`src/rtl/blkc_pkg.sv`:
```
package blkc_pkg;

    parameter int unsigned ADDR_W = 8;
    parameter int unsigned DATA_W = 16;
    parameter int unsigned LINES  = 4;
    parameter int unsigned WORDS  = 4;

    localparam int unsigned OFF_W = $clog2(WORDS);
    localparam int unsigned IDX_W = $clog2(LINES);
    localparam int unsigned TAG_W = ADDR_W - IDX_W - OFF_W;

    typedef logic [ADDR_W-1:0] addr_t;
    typedef logic [DATA_W-1:0] data_t;
    typedef logic [OFF_W-1:0]  off_t;
    typedef logic [IDX_W-1:0]  idx_t;
    typedef logic [TAG_W-1:0]  tag_t;

    typedef enum logic [2:0] {
        ST_IDLE,
        ST_LOOKUP,
        ST_EVICT,
        ST_FILL_REQ,
        ST_FILL_WAIT,
        ST_THRU
    } ctl_state_e;

    typedef struct packed {
        logic  write;
        addr_t addr;
        data_t wdata;
    } cpu_req_t;

    function automatic off_t addr_off(input addr_t a);
        return a[OFF_W-1:0];
    endfunction

    function automatic idx_t addr_idx(input addr_t a);
        return a[OFF_W +: IDX_W];
    endfunction

    function automatic tag_t addr_tag(input addr_t a);
        return a[ADDR_W-1 -: TAG_W];
    endfunction

endpackage

```
`src/rtl/blkc_tag_store.sv`:
```
module blkc_tag_store
    import blkc_pkg::*;
(
    input  logic clk,
    input  logic rst,
    input  idx_t idx,
    input  logic fill_done,
    input  tag_t fill_tag,
    input  logic mark_dirty,
    output tag_t line_tag,
    output logic line_valid,
    output logic line_dirty
);

    tag_t             tag_q [LINES];
    logic [LINES-1:0] valid_q;
    logic [LINES-1:0] dirty_q;

    for (genvar ln = 0; ln < LINES; ln++) begin : g_line
        logic sel;
        assign sel = (idx == idx_t'(ln));

        always_ff @(posedge clk) begin
            if (sel && fill_done) begin
                tag_q[ln] <= fill_tag;
            end
        end

        always_ff @(posedge clk) begin
            if (rst) begin
                valid_q[ln] <= 1'b0;
                dirty_q[ln] <= 1'b0;
            end else if (sel && fill_done) begin
                valid_q[ln] <= 1'b1;
                dirty_q[ln] <= 1'b0;
            end else if (sel && mark_dirty) begin
                dirty_q[ln] <= 1'b1;
            end
        end
    end

    assign line_tag   = tag_q[idx];
    assign line_valid = valid_q[idx];
    assign line_dirty = dirty_q[idx];

endmodule

```
`src/rtl/blkc_data_store.sv`:
```
module blkc_data_store
    import blkc_pkg::*;
(
    input  logic  clk,
    input  logic  we,
    input  idx_t  idx,
    input  off_t  woff,
    input  data_t wdata,
    input  off_t  roff,
    output data_t rdata
);

    localparam int unsigned ENTRIES = LINES * WORDS;

    data_t store_q [ENTRIES];

    always_ff @(posedge clk) begin
        if (we) begin
            store_q[{idx, woff}] <= wdata;
        end
    end

    assign rdata = store_q[{idx, roff}];

endmodule

```
`src/rtl/blkc_top.sv`:
```
module blkc_top
    import blkc_pkg::*;
(
    input  logic              clk,
    input  logic              rst,
    input  logic              wt_mode,
    input  logic              cpu_req_valid,
    output logic              cpu_req_ready,
    input  logic              cpu_req_write,
    input  logic [ADDR_W-1:0] cpu_req_addr,
    input  logic [DATA_W-1:0] cpu_req_wdata,
    output logic              cpu_rsp_valid,
    output logic [DATA_W-1:0] cpu_rsp_rdata,
    output logic              mem_req_valid,
    input  logic              mem_req_ready,
    output logic              mem_req_write,
    output logic [ADDR_W-1:0] mem_req_addr,
    output logic [DATA_W-1:0] mem_req_wdata,
    input  logic              mem_rsp_valid,
    input  logic [DATA_W-1:0] mem_rsp_rdata
);

    localparam off_t LAST_OFF = off_t'(WORDS - 1);

    ctl_state_e state_q;
    cpu_req_t   req_q;
    off_t       cnt_q;
    logic       rsp_valid_q;
    data_t      rsp_data_q;

    tag_t  req_tag;
    idx_t  req_idx;
    off_t  req_off;
    tag_t  line_tag;
    logic  line_valid;
    logic  line_dirty;
    logic  hit;
    logic  fill_done;
    logic  mark_dirty;
    logic  st_we;
    off_t  st_woff;
    off_t  st_roff;
    data_t st_wdata;
    data_t st_rdata;

    assign req_tag = addr_tag(req_q.addr);
    assign req_idx = addr_idx(req_q.addr);
    assign req_off = addr_off(req_q.addr);
    assign hit     = line_valid && (line_tag == req_tag);

    // Line bookkeeping: a refill completes on the last memory beat.
    assign fill_done  = (state_q == ST_FILL_WAIT) && mem_rsp_valid && (cnt_q == LAST_OFF);
    assign mark_dirty = (state_q == ST_LOOKUP) && hit && req_q.write && !wt_mode;

    blkc_tag_store u_tags (
        .clk        (clk),
        .rst        (rst),
        .idx        (req_idx),
        .fill_done  (fill_done),
        .fill_tag   (req_tag),
        .mark_dirty (mark_dirty),
        .line_tag   (line_tag),
        .line_valid (line_valid),
        .line_dirty (line_dirty)
    );

    // Data array: refill beats and write hits share the single write port.
    always_comb begin
        st_we    = 1'b0;
        st_woff  = req_off;
        st_wdata = req_q.wdata;
        if (state_q == ST_FILL_WAIT) begin
            st_we    = mem_rsp_valid;
            st_woff  = cnt_q;
            st_wdata = mem_rsp_rdata;
        end else if (state_q == ST_LOOKUP) begin
            st_we    = hit && req_q.write;
        end
    end

    assign st_roff = (state_q == ST_EVICT) ? cnt_q : req_off;

    blkc_data_store u_data (
        .clk   (clk),
        .we    (st_we),
        .idx   (req_idx),
        .woff  (st_woff),
        .wdata (st_wdata),
        .roff  (st_roff),
        .rdata (st_rdata)
    );

    // Control sequence.
    always_ff @(posedge clk) begin
        if (rst) begin
            state_q     <= ST_IDLE;
            req_q       <= '0;
            cnt_q       <= '0;
            rsp_valid_q <= 1'b0;
            rsp_data_q  <= '0;
        end else begin
            rsp_valid_q <= 1'b0;
            unique case (state_q)
                ST_IDLE: begin
                    if (cpu_req_valid) begin
                        req_q.write <= cpu_req_write;
                        req_q.addr  <= cpu_req_addr;
                        req_q.wdata <= cpu_req_wdata;
                        state_q     <= ST_LOOKUP;
                    end
                end
                ST_LOOKUP: begin
                    if (req_q.write && wt_mode) begin
                        state_q <= ST_THRU;
                    end else if (hit) begin
                        rsp_valid_q <= 1'b1;
                        rsp_data_q  <= req_q.write ? req_q.wdata : st_rdata;
                        state_q     <= ST_IDLE;
                    end else begin
                        cnt_q   <= '0;
                        state_q <= (line_valid && line_dirty) ? ST_EVICT : ST_FILL_REQ;
                    end
                end
                ST_EVICT: begin
                    if (mem_req_ready) begin
                        if (cnt_q == LAST_OFF) begin
                            cnt_q   <= '0;
                            state_q <= ST_FILL_REQ;
                        end else begin
                            cnt_q <= cnt_q + off_t'(1);
                        end
                    end
                end
                ST_FILL_REQ: begin
                    if (mem_req_ready) begin
                        state_q <= ST_FILL_WAIT;
                    end
                end
                ST_FILL_WAIT: begin
                    if (mem_rsp_valid) begin
                        if (cnt_q == LAST_OFF) begin
                            cnt_q   <= '0;
                            state_q <= ST_LOOKUP;
                        end else begin
                            cnt_q   <= cnt_q + off_t'(1);
                            state_q <= ST_FILL_REQ;
                        end
                    end
                end
                ST_THRU: begin
                    if (mem_req_ready) begin
                        rsp_valid_q <= 1'b1;
                        rsp_data_q  <= req_q.wdata;
                        state_q     <= ST_IDLE;
                    end
                end
                default: state_q <= ST_IDLE;
            endcase
        end
    end

    // Memory port.
    always_comb begin
        mem_req_valid = 1'b0;
        mem_req_write = 1'b0;
        mem_req_addr  = req_q.addr;
        mem_req_wdata = req_q.wdata;
        unique case (state_q)
            ST_EVICT: begin
                mem_req_valid = 1'b1;
                mem_req_write = 1'b1;
                mem_req_addr  = {line_tag, req_idx, cnt_q};
                mem_req_wdata = st_rdata;
            end
            ST_FILL_REQ: begin
                mem_req_valid = 1'b1;
                mem_req_addr  = {req_tag, req_idx, cnt_q};
            end
            ST_THRU: begin
                mem_req_valid = 1'b1;
                mem_req_write = 1'b1;
            end
            default: ;
        endcase
    end

    assign cpu_req_ready = (state_q == ST_IDLE);
    assign cpu_rsp_valid = rsp_valid_q;
    assign cpu_rsp_rdata = rsp_data_q;

endmodule

```
`config.mk`:
```
export PLATFORM = sky130hd
export DESIGN_NAME = blkc_top
export DESIGN_NICKNAME = d
export VERILOG_FILES = /design/src/rtl/blkc_pkg.sv /design/src/rtl/blkc_tag_store.sv /design/src/rtl/blkc_data_store.sv /design/src/rtl/blkc_top.sv
export SDC_FILE = /design/constraint.sdc
export NUM_CORES = 1
export LEC_CHECK = 0
export BUFFER_PORTS_ARGS = -buffer_cell sky130_fd_sc_hd__buf_2
export CAP_MARGIN = 25
export CELL_PAD_IN_SITES_DETAIL_PLACEMENT = 0
export CELL_PAD_IN_SITES_GLOBAL_PLACEMENT = 1
export CORE_UTILIZATION = 30
export CTS_CLUSTER_SIZE = 8
export DETAILED_ROUTE_END_ITERATION = 8
export GPL_TIMING_DRIVEN = 0
export PLACE_DENSITY_LB_ADDON = 0.12
export SLEW_MARGIN = 10
export SYNTH_ARGS = -nofsm -noshare
export SYNTH_HDL_FRONTEND = slang
export SYNTH_SLANG_ARGS = --single-unit
```
`constraint.sdc`:
```
create_clock -name clk -period 4.64 [get_ports clk]
set_input_delay 0.232 -clock clk [delete_from_list [all_inputs] [get_ports clk]]
set_output_delay 0.232 -clock clk [all_outputs]
set_load 0.02 [all_outputs]
```
== Yosys cells after proc, flatten, opt, wreduce, memory -nomap -nowiden ==
Memories as Yosys holds them, arrays and structs flattened. A register that Yosys moved wholly into a read port is not among the register bits.
Cells that the tools add are included.

* Register bits: 55
* RAM bits: 272
* Output and inout port bits: 44
* Logic and storage cells: 133
* Memories kept: 2

{| class="wikitable"
|+ Memory list
! name !! words !! width !! rd ports !! clocked after memory_dff !! write ports !! line !! source
|-
| u_data.store_q || 16 || 16 || 1 || 0 || 1 || blkc_data_store.sv:15 || <nowiki>data_t store_q [ENTRIES];</nowiki>
|-
| u_tags.tag_q || 4 || 4 || 1 || 1 || 1 || blkc_tag_store.sv:15 || <nowiki>tag_t tag_q [LINES];</nowiki>
|}

* Add/subtract/negate cells: 1
* $lt $le $gt $ge: 1
* Equal/unequal tests: 19
* Multiplexer cells: 60
* Reductions and logical operators: 35

{| class="wikitable"
|+ Operators by type and width
! kind !! count
|-
| 2-to-1 mux 16 bit || 6
|-
| one-hot mux 16 bit (2 select lines) || 1
|-
| 2-to-1 mux 2 bit || 14
|-
| 2-to-1 mux 1 bit || 23
|-
| 2-to-1 mux 3 bit || 7
|-
| one-hot mux 3 bit (6 select lines) || 1
|-
| logical AND 1 bit || 17
|-
| != test 2 bit (second input constant) || 8
|-
| one-hot mux 8 bit (2 select lines) || 1
|-
| 2-to-1 mux 4 bit || 3
|-
| OR reduction 4 bit || 3
|-
| OR reduction 2 bit || 5
|-
| == test 2 bit (second input constant) || 3
|-
| == test 3 x 2 -> 1 bit (second input constant) || 2
|-
| == test 3 bit (second input constant) || 2
|-
| one-hot mux 2 bit (3 select lines) || 1
|-
| AND reduction 6 bit || 1
|-
| AND reduction 5 bit || 1
|-
| binary-select mux 1 bit (select 2 bit) || 2
|-
| == test 4 bit || 1
|-
| AND reduction 4 bit || 1
|-
| == test 3 x 1 -> 1 bit (second input constant) || 1
|-
| logical NOT 3 bit || 1
|-
| < comparator 2 x 3 -> 1 bit (second input constant) || 1
|-
| other kinds (10) || 10
|}

== Logic depth before layout (Yosys ltp) ==
Gate-level depths: netlist of run 1.

* Word-level depth: 10
* Mapped depth: 9
* Depth with buffers taken out: 6

== Modules after synthesis ==
A second synthesis of run 1 with hierarchy kept.

* Cell total of the unflattened synthesis: 798
* Area, all modules: 13644.3 µm²

{| class="wikitable"
|+ Modules (own cells, without submodules)
! module !! instances !! cells an instance !! area an instance (µm²)
|-
| blkc_data_store || 1 || 418 || 9775.6
|-
| blkc_top || 1 || 327 || 2890.3
|-
| blkc_tag_store || 1 || 53 || 978.4
|}

== Worst setup path before layout of run 1 ==
Ideal clock, no wire load.

* Kind: reg2reg
* Start: register (tool-made name)
* End: memory u_data.store_q[10][0] (netlist bit), enable pin
* Data arrival time: 2.983 ns
* Data required time: 4.231 ns
* Setup slack: 1.248 ns
* Cell stages (with the launch flop): 8
* Buffers on the path: 2
* Cells stage by stage: dfxtp_1 mux4_2 xnor2_1 and2_1 buf_2 a32oi_2 buf_2 nor3_1

{| class="wikitable"
|+ RTL lines
! item !! line
|-
| end: declaration || blkc_data_store.sv:15
|}

== Final worst setup path of run 1 ==
* Start: register state_q[2]
* End: output mem_req_wdata[12]

* Longest elaborated chain between the ends: 4

{| class="wikitable"
|+ RTL lines
! item !! line !! source
|-
| start: declaration || blkc_top.sv:25 || <nowiki>ctl_state_e state_q;</nowiki>
|-
| start signal: assignment || blkc_top.sv:121 || <nowiki>state_q <= (line_valid && line_dirty) ? ST_EVICT : ST_FILL_REQ;</nowiki>
|-
| == test 3 x 2 -> 1 bit * || blkc_top.sv:81, blkc_top.sv:168 ||
|-
| 2-to-1 mux 2 bit || blkc_top.sv:81 || <nowiki>assign st_roff = (state_q == ST_EVICT) ? cnt_q : req_off;</nowiki>
|-
| memory (16 x 16 bit) || -- ||
|-
| 2-to-1 mux 16 bit * || blkc_top.sv:168 || <nowiki>unique case (state_q)</nowiki>
|-
| end: declaration || blkc_top.sv:18 || <nowiki>output logic [DATA_W-1:0] mem_req_wdata,</nowiki>
|}

Every way passes the cells marked *; elsewhere a longest branch is shown, timed or not.

==> impl_metrics.env, run 1 <==
export IMPL_power_frac_comb_pct=26.0
export IMPL_final_area_um2=18700
export IMPL_synth_flop_cell="edfxtp_1"
export IMPL_tns_ns=0
export IMPL_p_per_area_nw_per_um2=477
export IMPL_max_stage_delay_ns=0.86
export IMPL_finalSetupViolations=0
export IMPL_max_freq_mhz=233
export IMPL_status="finished, final reports clean"
export IMPL_grt_max_degree=17
export IMPL_clock_sinks=329
export IMPL_cp_max_fo=10
export IMPL_final_nets=1303
export IMPL_crit_arrival_ns=4.07
export IMPL_critPathLaunchType="flip-flop"
export IMPL_postSynthAreaPerCell_um2=14.7
export IMPL_start_util_pct=30.7
export IMPL_syn_nets=1101
export IMPL_fin_cells=1946
export IMPL_critPathKind="flip-flop to output port"
export IMPL_avgRoutedWirePerCell_um=25.9
export IMPL_worstHoldPathType="primary input to flip-flop"
export IMPL_synth_warning_count=0
export IMPL_ios=91
export IMPL_core_area_um2=50600
export IMPL_path_cells="buf_2 -> nor3b_2 -> buf_2 -> buf_1 -> nor3_1 -> nor4_1 -> or3b_1 -> o21ai_1 -> buf_2"
export IMPL_grt_overflow=0
export IMPL_final_layout_size_suffix_gt1_share_pct=29.3
export IMPL_yosysUniqueCellTypes=51
export IMPL_clk_root_buffer_cell="clkbuf_16"
export IMPL_relSlewSlack_pct=31.5
export IMPL_fp_dieW_um=229
export IMPL_drv_slew=0
export IMPL_p_int_uw=5990
export IMPL_wl_um=50400
export IMPL_required_ns=4.41
export IMPL_clock_latency_ns=0.58
export IMPL_async_flop_share_pct=0
export IMPL_die_area_um2=52600
export IMPL_ir_drop_mv=0.300
export IMPL_grt_pass1_wl_um=73900
export IMPL_switching_share_pct=32.9
export IMPL_place_inst=1853
export IMPL_post_dp_cell_area_um2=17200
export IMPL_finalCoreUtilization_pct=37.0
export IMPL_antenna_found_initial=0
export IMPL_seq_power_share_pct=39.1
export IMPL_drtIter0Drc=877
export IMPL_grt_pass1_vias=10706
export IMPL_synth_edf_count=272
export IMPL_synth_seq_cells=329
export IMPL_clock_skew_ns=0.0156
export IMPL_cts_buffer_depth=3
export IMPL_grt_setup_unrepaired="false"
export IMPL_syn_inst=1053
export IMPL_route_antenna_remaining_nets=0
export IMPL_drc=0
export IMPL_syn_cell_area_um2=15500
export IMPL_vias_per_cell=5.29
export IMPL_slowest_stage="nor4_1"
export IMPL_cts_tree="yes"
export IMPL_htreeDepth=2
export IMPL_clk_pin_slew_worst_paths_ns=0.05
export IMPL_placementRows=82
export IMPL_area_growth_pct=20.7
export IMPL_ys_seq_area_share_pct=60.0
export IMPL_p_leak_uw=0.00606
export IMPL_drt_first_pass_iters=5
export IMPL_die_y_um=229
export IMPL_hpwl_um=36700
export IMPL_crit_path_frequent_cell="buf_2"
export IMPL_finalHoldViolations=0
export IMPL_crit_path_end_kind="output port"
export IMPL_final_common_cell="edfxtp_1"
export IMPL_grt_use_total_pct=19.4
export IMPL_portBuffers=90
export IMPL_vias=10295
export IMPL_power_share_clock_pct=34.9
export IMPL_routabilityCongestion=0.787
export IMPL_min_period_over_period_pct=92.7
export IMPL_p_sw_uw=2940
export IMPL_period_minus_slack_ns=4.30
export IMPL_mostFrequentLayoutCells="edfxtp_1, nand2_1, mux4_2, buf_2, nor3_1"
export IMPL_numCtsBuffers=47
export IMPL_maxCapViolations=0
export IMPL_worstMarginPinSlew_ns=1.02
[cells in the mapped netlist, drive strengths merged, types with 18 or more instances]
master	instances	area share (%)
o21ai	18	0.58
a211oi	18	0.87
nor2	19	0.46
edfxtp	272	53
a21oi	28	0.90
nor3	93	3.0
nand2	160	3.9
buf	46	1.6
clkbuf	49	1.2
mux4	134	19
o22ai	32	1.3
dfxtp	57	7.4
[timing repair]
item / CTS / global route
hold endpoints to repair: 27 / 0
resized for setup: 0 / 0
buffers inserted: 0 / 0
hold buffers: 25 / 0
[worst paths after layout]
| kind | from | to | slack [ns] | depth (start not counted) |
|---|---|---|---|---|
| setup / recovery | state_q[2] | mem_req_wdata[12] | 0.34 | 9 |
| hold / removal | rst | state_q[1] | 0.06 | 3 |
| setup reg to reg | cnt_q[0] | u_data.store_q[11][9] | 1.13 | 8 |
| hold reg to reg | u_tags.valid_q[3] | u_tags.valid_q[3] | 0.47 | 2 |
[metal layers]
metal  routed length (µm)  global-route usage, %
met4                 1170                   5.60
met1                22800                   26.6
met2                24300                   32.0
met5                    0                      0
met3                 2130                   2.70
[stage by stage]
stage               hold WS (ns)  total power [µW]  setup WS [ns]
floorplan                  0.368              4910           1.25
global placement           0.455              5850         -0.815
detailed placement         0.464              5880          0.845
CTS                       0.0165              9030          0.208
global route              0.0517              9300          0.136
finish                    0.0610              8930          0.340
[kinds of logic (layout without fill, tap and decap cells)]
group                      Yosys count  after routing  share of synthesized area [%]
xor gates and xnor gates             5              5                          0.282
buffers and inverters               99            319                           2.90
muxes                              137            137                           19.6
other                                0              1                              0
AOI/OAI and AO/OA                  134            134                           5.79
DFF                                329            329                           60.0
and+or+nand+nor                    348            348                           11.3
adders and majority gates            1              1                         0.0806
[layout make-up]
type	instances	area, µm²
Tap cell	672	841
Antenna cell	1	2.50
Buffer	95	434
Timing Repair Buffer	153	993
Clock buffer	62	1230
Clock inverter	5	56.3
Multi-Input combinational cell	625	5840
Inverter	4	15.0
Fill cell	4872	31900
Sequential cell	329	9310
[registers in the layout, summed over array words and instances (netlist names), 3 cells and up, named ones only]
| name | flops |
|---|---|
| cpu_rsp_rdata | 16 |
| req_q | 21 |
| state_q | 3 |
| u_data.store_q | 256 |
| u_tags.dirty_q | 4 |
| u_tags.tag_q | 16 |
| u_tags.valid_q | 4 |
[worst max-delay path: cells and delay by family, from the launching register on]
kind / cells / cell delay (ns)
DFF: 1 / 0.29
buffers and inverters: 4 / 1.35
AOI/OAI and AO/OA: 1 / 0.17
and+or+nand+nor: 4 / 1.65
[power by group through the flow]
| stage | Combinational, µW | Sequential, µW | Clock (µW) |
|---|---|---|---|
| after floorplan | 1410 | 3500 | 0 |
| after global placement | 2300 | 3550 | 0 |
| after detailed placement | 2330 | 3550 | 0 |
| after CTS | 2350 | 3490 | 3190 |
| after global routing | 2490 | 3500 | 3300 |
| final | 2320 | 3500 | 3120 |
Power figures use the tool's default switching activity.
==> run 2: changes to the inputs <==
--- a/config.mk
+++ b/config.mk
@@ -14,7 +14,10 @@
 export DETAILED_ROUTE_END_ITERATION = 8
 export GPL_TIMING_DRIVEN = 0
 export PLACE_DENSITY_LB_ADDON = 0.12
+export RECOVER_POWER = 100
+export SETUP_SLACK_MARGIN = 0.1
 export SLEW_MARGIN = 10
 export SYNTH_ARGS = -nofsm -noshare
 export SYNTH_HDL_FRONTEND = slang
+export SYNTH_HIERARCHICAL = 1
 export SYNTH_SLANG_ARGS = --single-unit
==> impl_metrics.env, run 2 <==
export IMPL_routabilityCongestion=0.763
export IMPL_max_stage_delay_ns=0.68
export IMPL_synth_top_area_share_pct=59.9
export IMPL_cts_tree="yes"
export IMPL_placementRows=77
export IMPL_drtIter0Drc=469
export IMPL_clock_sinks=327
export IMPL_final_layout_size_suffix_gt1_share_pct=23.8
export IMPL_min_path_cells=4
export IMPL_final_common_cell="edfxtp_1"
export IMPL_synthTopCellsByCount="edfxtp_1, nand2_1, dfxtp_1"
export IMPL_r2r_slack_ns=0.38
export IMPL_area_growth_pct=21.8
export IMPL_grt_overflow=0
export IMPL_portBuffers=89
export IMPL_ys_seq_area_share_pct=67.9
export IMPL_syn_cell_area_um2=13600
export IMPL_clock_latency_ns=0.56
export IMPL_syn_inst=798
export IMPL_largest_register="u_data/store_q"
export IMPL_yosysUniqueCellTypes=57
export IMPL_async_flop_share_pct=0
export IMPL_p_leak_uw=0.00571
export IMPL_synth_most_common_cell="edfxtp_1"
export IMPL_critPathKind="flip-flop to flip-flop"
export IMPL_slowest_stage="nor2_2"
export IMPL_drt_first_pass_iters=6
export IMPL_grt_max_degree=17
export IMPL_largest_reg_flops=256
export IMPL_worstHoldPathType="primary input to flip-flop"
export IMPL_finalCoreUtilization_pct=37.3
export IMPL_postSynthAreaPerCell_um2=17.1
export IMPL_synthTopCellsByArea="edfxtp_1, dfxtp_1, mux4_2, mux4_1, mux2_2"
export IMPL_mostFrequentLayoutCells="edfxtp_1, clkbuf_1, nand2_1, buf_2, dfxtp_1"
export IMPL_cts_buffer_depth=3
export IMPL_n_antenna_cell=0
export IMPL_core_area_um2=44500
export IMPL_avgRoutedWirePerCell_um=23.3
export IMPL_n_fill_cell=4233
export IMPL_synth_flop_cell="edfxtp_1"
export IMPL_clock_skew_ns=0.0102
export IMPL_crit_buf_inv=4
export IMPL_p_per_area_nw_per_um2=488
export IMPL_htreeDepth=2
export IMPL_max_freq_mhz=235
export IMPL_maxCapViolations=0
export IMPL_worstMarginPinSlew_ns=1.18
export IMPL_total_power_uw=8110
export IMPL_start_util_pct=30.7
export IMPL_required_ns=4.83
export IMPL_status="finished, final reports clean"
export IMPL_cp_max_fo=11
export IMPL_final_nets=1031
export IMPL_fp_dieW_um=215
export IMPL_relSlewSlack_pct=20.7
export IMPL_numCtsBuffers=47
export IMPL_reg2reg_depth=11
export IMPL_r2r_start="req_idx[0]"
export IMPL_place_ws_ns=0.443
export IMPL_crit_path_frequent_cell="buf_6"
export IMPL_antenna_found_initial=0
export IMPL_path_cells="buf_6 -> buf_8 -> mux4_1 -> xnor2_1 -> and4_1 -> buf_6 -> nand4_1 -> nand2_1 -> nand3b_1 -> nor2_2 -> clkbuf_1"
export IMPL_critPathLaunchType="flip-flop"
export IMPL_vias_per_cell=4.87
export IMPL_tns_ns=0
export IMPL_multiInputGateArea_um2=4000
export IMPL_crit_path_end_kind="flip-flop"
export IMPL_die_y_um=215
export IMPL_seqCellArea_um2=9270
export IMPL_period_minus_slack_ns=4.26
export IMPL_finalSetupViolations=0
export IMPL_worstHoldStart="wt_mode"
export IMPL_final_area_um2=16600
export IMPL_ios=91
export IMPL_route_antenna_remaining_nets=0
export IMPL_grt_pass1_vias=8197
export IMPL_yosys_area_top_type="edfxtp_1"
export IMPL_synth_edf_count=272
export IMPL_clk_root_buffer_cell="clkbuf_16"
export IMPL_crit_family="simple AND/OR/NAND/NOR gates"
export IMPL_post_dp_cell_area_um2=15200
export IMPL_worst_r2r_endpoint="u_data/store_q[13][11]"
export IMPL_drc=0
export IMPL_hpwl_um=25800
export IMPL_crit_arrival_ns=4.46
export IMPL_largestRegisters="u_data/store_q x256, req_q x21"
export IMPL_synth_warning_count=6
export IMPL_ir_drop_mv=0.251
export IMPL_grt_setup_unrepaired="false"
export IMPL_hold_end="u_tags/dirty_q[1]"
export IMPL_min_period_over_period_pct=91.9
export IMPL_syn_nets=846
export IMPL_clk_pin_slew_worst_paths_ns=0.05
export IMPL_wl_um=37100
export IMPL_grt_use_total_pct=16.3
export IMPL_setup_ws_ns=0.378
export IMPL_vias=7762
export IMPL_finalHoldViolations=0
export IMPL_grt_pass1_wl_um=55300
export IMPL_drv_slew=0
export IMPL_die_area_um2=46300
export IMPL_synth_seq_cells=327
[run 2: changes by cell type in the layout (fill, tap and decap cells not counted), moves of 17 or more]
cell	change
a21oi_1	+17
a22oi_1	+33
buf_2	-58
buf_4	-29
mux2_1	+21
mux2_2	+23
mux4_1	+27
mux4_2	-91
nand2_1	-84
nor3_1	-70
o22ai_1	-32
[run 2: repair_timing]
action | 4_1_cts | 5_1_grt
setup buffers | 0 | 0
setup endpoints to repair | 14 | 1
pin swaps | 0 | 0
endpoints found under the hold margin | 30 | 0
hold buffers | 26 | 0
gates resized for setup | 3 | 1
[run 2: worst max path at each step]
stage | startpoint | end | slack [ns] | depth (start not counted)
final | req_idx[0] | u_data/store_q[13][11] | 0.38 | 11
after global routing | req_idx[0] | u_data/store_q[4][15] | 0.12 | 11
after CTS | state_q[1] | mem_req_wdata[4] | 0.27 | 11
after floorplan | req_idx[0] | u_data/store_q[0][0] | 0.65 | 10
after global placement | req_idx[0] | u_data/store_q[0][12] | -1.21 | 10
after detailed placement | req_idx[0] | u_data/store_q[3][8] | 0.44 | 12
[run 2: metrics by stage]
stage | std cells | hold slack (ns)
after floorplan | 798 | 0.297
after global placement | 1479 | 0.444
after detailed placement | 1500 | 0.447
after CTS | 1593 | 0.0718
after global routing | 1593 | 0.113
final | 1593 | 0.100
[run 2: final cells by class]
| type | count | area share (%) |
|---|---|---|
| buffer | 56 | 2.18 |
| clock buffer | 65 | 7.74 |
| clock inverter | 2 | 0.173 |
| inverter | 4 | 0.0904 |
| multi-input combinational | 411 | 24.1 |
| sequential | 327 | 55.8 |
| tap | 592 | 4.46 |
| timing repair buffer | 136 | 5.47 |
[run 2: logic make-up after synthesis]
family / count (synthesis) / synth area share, %
and+or+nand+nor: 156 / 5.85
adders and majority gates: 1 / 0.0917
muxes: 132 / 17.2
buffers and inverters: 60 / 2.79
AOI/OAI and AO/OA: 118 / 5.83
xor gates and xnor gates: 4 / 0.257
DFF: 327 / 67.9
[run 2: power by group]
part	leakage [µW]	switching (µW)	internal, µW
Sequential	0.00295	73.4	3360
Combinational	0.00213	975	600
Clock	0.000637	1210	1900
[run 2: layer usage]
layer / vias up / share of wire, % / GRT usage, %
met1: 3983 / 44 / 21.4
met3: 55 / 3.8 / 2.58
met5: - / 0 / 0
met4: 0 / 2.2 / 4.94
li1: 3554 / - / -
met2: 170 / 50 / 27.8
[run 2: worst min-delay path, cell delays in order]
cell and delay, ns:
buf_2 0.13, nor2_1 0.10, nand3b_1 0.09, a211oi_1 0.06
==> run 3: changes to the inputs <==
--- a/config.mk
+++ b/config.mk
@@ -19,5 +19,4 @@
 export SLEW_MARGIN = 10
 export SYNTH_ARGS = -nofsm -noshare
 export SYNTH_HDL_FRONTEND = slang
-export SYNTH_HIERARCHICAL = 1
 export SYNTH_SLANG_ARGS = --single-unit
==> impl_metrics.env, run 3 (same netlist as run 1, synthesis figures left out) <==
export IMPL_clock_latency_ns=0.58
export IMPL_wl_met2_um=24300
export IMPL_worstMarginPinSlew_ns=1.04
export IMPL_power_frac_comb_pct=25.7
export IMPL_portBuffers=90
export IMPL_setup_worst_path_start="req_idx[1]"
export IMPL_core_area_um2=50600
export IMPL_grt_overflow=0
export IMPL_slowest_stage="nor4_1"
export IMPL_hpwl_um=36700
export IMPL_ios=91
export IMPL_path_depth=8
export IMPL_holdWs_ns=0.0525
export IMPL_numCtsBuffers=47
export IMPL_worstHoldPathType="primary input to flip-flop"
export IMPL_crit_arrival_ns=4.21
export IMPL_period_minus_slack_ns=4.44
export IMPL_power_share_clock_pct=35.0
export IMPL_largestRegisters="u_data.store_q x256, req_q x21"
export IMPL_htreeDepth=2
export IMPL_multiInputGateArea_um2=5750
export IMPL_start_util_pct=30.7
export IMPL_endpoint="mem_req_wdata[2]"
export IMPL_vias=10323
export IMPL_finalSetupViolations=0
export IMPL_antenna_found_initial=0
export IMPL_grt_use_total_pct=19.4
export IMPL_max_stage_delay_ns=0.79
export IMPL_routabilityCongestion=0.787
export IMPL_drc=0
export IMPL_cts_buffer_depth=3
export IMPL_vias_per_cell=5.30
export IMPL_mostFrequentLayoutCells="edfxtp_1, nand2_1, clkbuf_1, mux4_2, nor3_1"
export IMPL_largest_reg_flops=256
export IMPL_grt_setup_unrepaired="false"
export IMPL_critPathLaunchType="flip-flop"
export IMPL_place_ws_ns=0.845
export IMPL_ir_drop_mv=0.299
export IMPL_die_y_um=229
export IMPL_switching_share_pct=32.9
export IMPL_grt_pass1_wl_um=73900
export IMPL_drt_first_pass_iters=5
export IMPL_min_path_cells=3
export IMPL_final_layout_size_suffix_gt1_share_pct=22.3
export IMPL_cts_tree="yes"
export IMPL_area_growth_pct=18.9
export IMPL_wl_um=50500
export IMPL_clock_sinks=329
export IMPL_crit_path_end_kind="output port"
export IMPL_maxCapViolations=0
export IMPL_reg2reg_depth=9
export IMPL_n_fill_cell=4930
export IMPL_cp_max_fo=10
export IMPL_avgRoutedWirePerCell_um=26.0
export IMPL_r2r_slack_ns=0.40
export IMPL_final_area_um2=18500
export IMPL_drtIter0Drc=893
export IMPL_die_area_um2=52600
export IMPL_clock_skew_ns=0.0154
export IMPL_max_freq_mhz=225
export IMPL_status="finished, final reports clean"
export IMPL_p_per_area_nw_per_um2=482
export IMPL_drv_slew=0
export IMPL_seqCellArea_um2=9310
export IMPL_seq_power_share_pct=39.3
export IMPL_post_dp_cell_area_um2=17200
export IMPL_setup_ws_ns=0.198
export IMPL_grt_pass1_vias=10706
export IMPL_route_antenna_remaining_nets=0
export IMPL_crit_family="simple AND/OR/NAND/NOR gates"
export IMPL_tns_ns=0
export IMPL_cts_resized=0
export IMPL_p_sw_uw=2930
export IMPL_crit_buf_inv=3
export IMPL_final_nets=1303
export IMPL_placementRows=82
export IMPL_critPathKind="flip-flop to output port"
export IMPL_worst_r2r_endpoint="u_data.store_q[10][9]"
export IMPL_path_cells="nand2b_1 -> clkbuf_1 -> clkbuf_1 -> nor3_1 -> nor4_1 -> or3b_1 -> o21ai_0 -> buf_2"
export IMPL_clk_pin_slew_worst_paths_ns=0.05
export IMPL_place_inst=1853
export IMPL_finalHoldViolations=0
export IMPL_p_leak_uw=0.00575
export IMPL_relSlewSlack_pct=30.3
export IMPL_met3_length_um=2270
export IMPL_crit_path_frequent_cell="clkbuf_1"
export IMPL_p_int_uw=5960
export IMPL_grt_max_degree=17
export IMPL_routed_top_layer="met4"
export IMPL_clk_root_buffer_cell="clkbuf_16"
export IMPL_fp_dieW_um=229
export IMPL_final_common_cell="edfxtp_1"
export IMPL_required_ns=4.41
export IMPL_wl_met1_um=22700
export IMPL_min_period_over_period_pct=95.7
export IMPL_fin_cells=1946
export IMPL_largest_register="u_data.store_q"
[run 3: cell types whose count changed in the layout (fill, tap and decap cells not counted), sizes merged, moves of 16 or more]
cell and delta:
clkbuf +58, a21oi -18, a311oi +16, mux4 +64, mux2 -44, a22oi -33, nand2 +84, nor3 +85
o22ai +32
[run 3: layout make-up]
cell class	instances	area share, %
buffer	95	2.30
inverter	4	0.0814
multi-input combinational	625	31.2
clock buffer	62	6.68
sequential	329	50.5
clock inverter	5	0.305
tap	672	4.56
antenna	1	0.0136
timing repair buffer	153	4.43
[run 3: through the flow]
stage,util (%),total power [µW]
2_1_floorplan,-,4910
3_3_place_gp,33.2,5850
3_5_place_dp,34.0,5880
4_1_cts,37.0,9030
5_1_grt,36.5,9260
6_report,36.5,8890
[run 3: worst register-to-register path, delay by kind of cell (launching register included)]
kind,cells,cell delay [ns]
simple gates,2,0.83
mux,1,0.57
buf+inv,4,1.48
xor+xnor,1,0.24
flops,1,0.47
compound gates,1,0.34
[run 3: how the worst min path moves through the flow]
stage                       from           endpoint  slack, ns
2_1_floorplan   cpu_req_wdata[0]           req_q[0]       0.37
3_3_place_gp   u_tags.valid_q[3]  u_tags.valid_q[3]       0.45
3_5_place_dp   u_tags.valid_q[3]  u_tags.valid_q[3]       0.46
4_1_cts                      rst         state_q[1]       0.02
5_1_grt                      rst         state_q[1]       0.05
6_report                     rst         state_q[1]       0.05
[run 3: timing repair]
| action | CTS | global route |
|---|---|---|
| hold buffers | 25 | 0 |
| buffers inserted | 0 | 0 |
| endpoints found under the hold margin | 27 | 0 |
[run 3: power groups by stage]
stage / Clock (µW) / Combinational [µW] / Sequential [µW]
after floorplan: 0 / 1410 / 3500
after global placement: 0 / 2300 / 3550
after detailed placement: 0 / 2330 / 3550
after CTS: 3190 / 2350 / 3490
after global routing: 3300 / 2460 / 3500
final: 3110 / 2280 / 3490
[run 3: metal layers]
metal / vias up / track usage (%)
met5: - / 0
met4: 0 / 5.60
met3: 70 / 2.70
met2: 264 / 32.0
met1: 5365 / 26.6
li1: 4624 / -
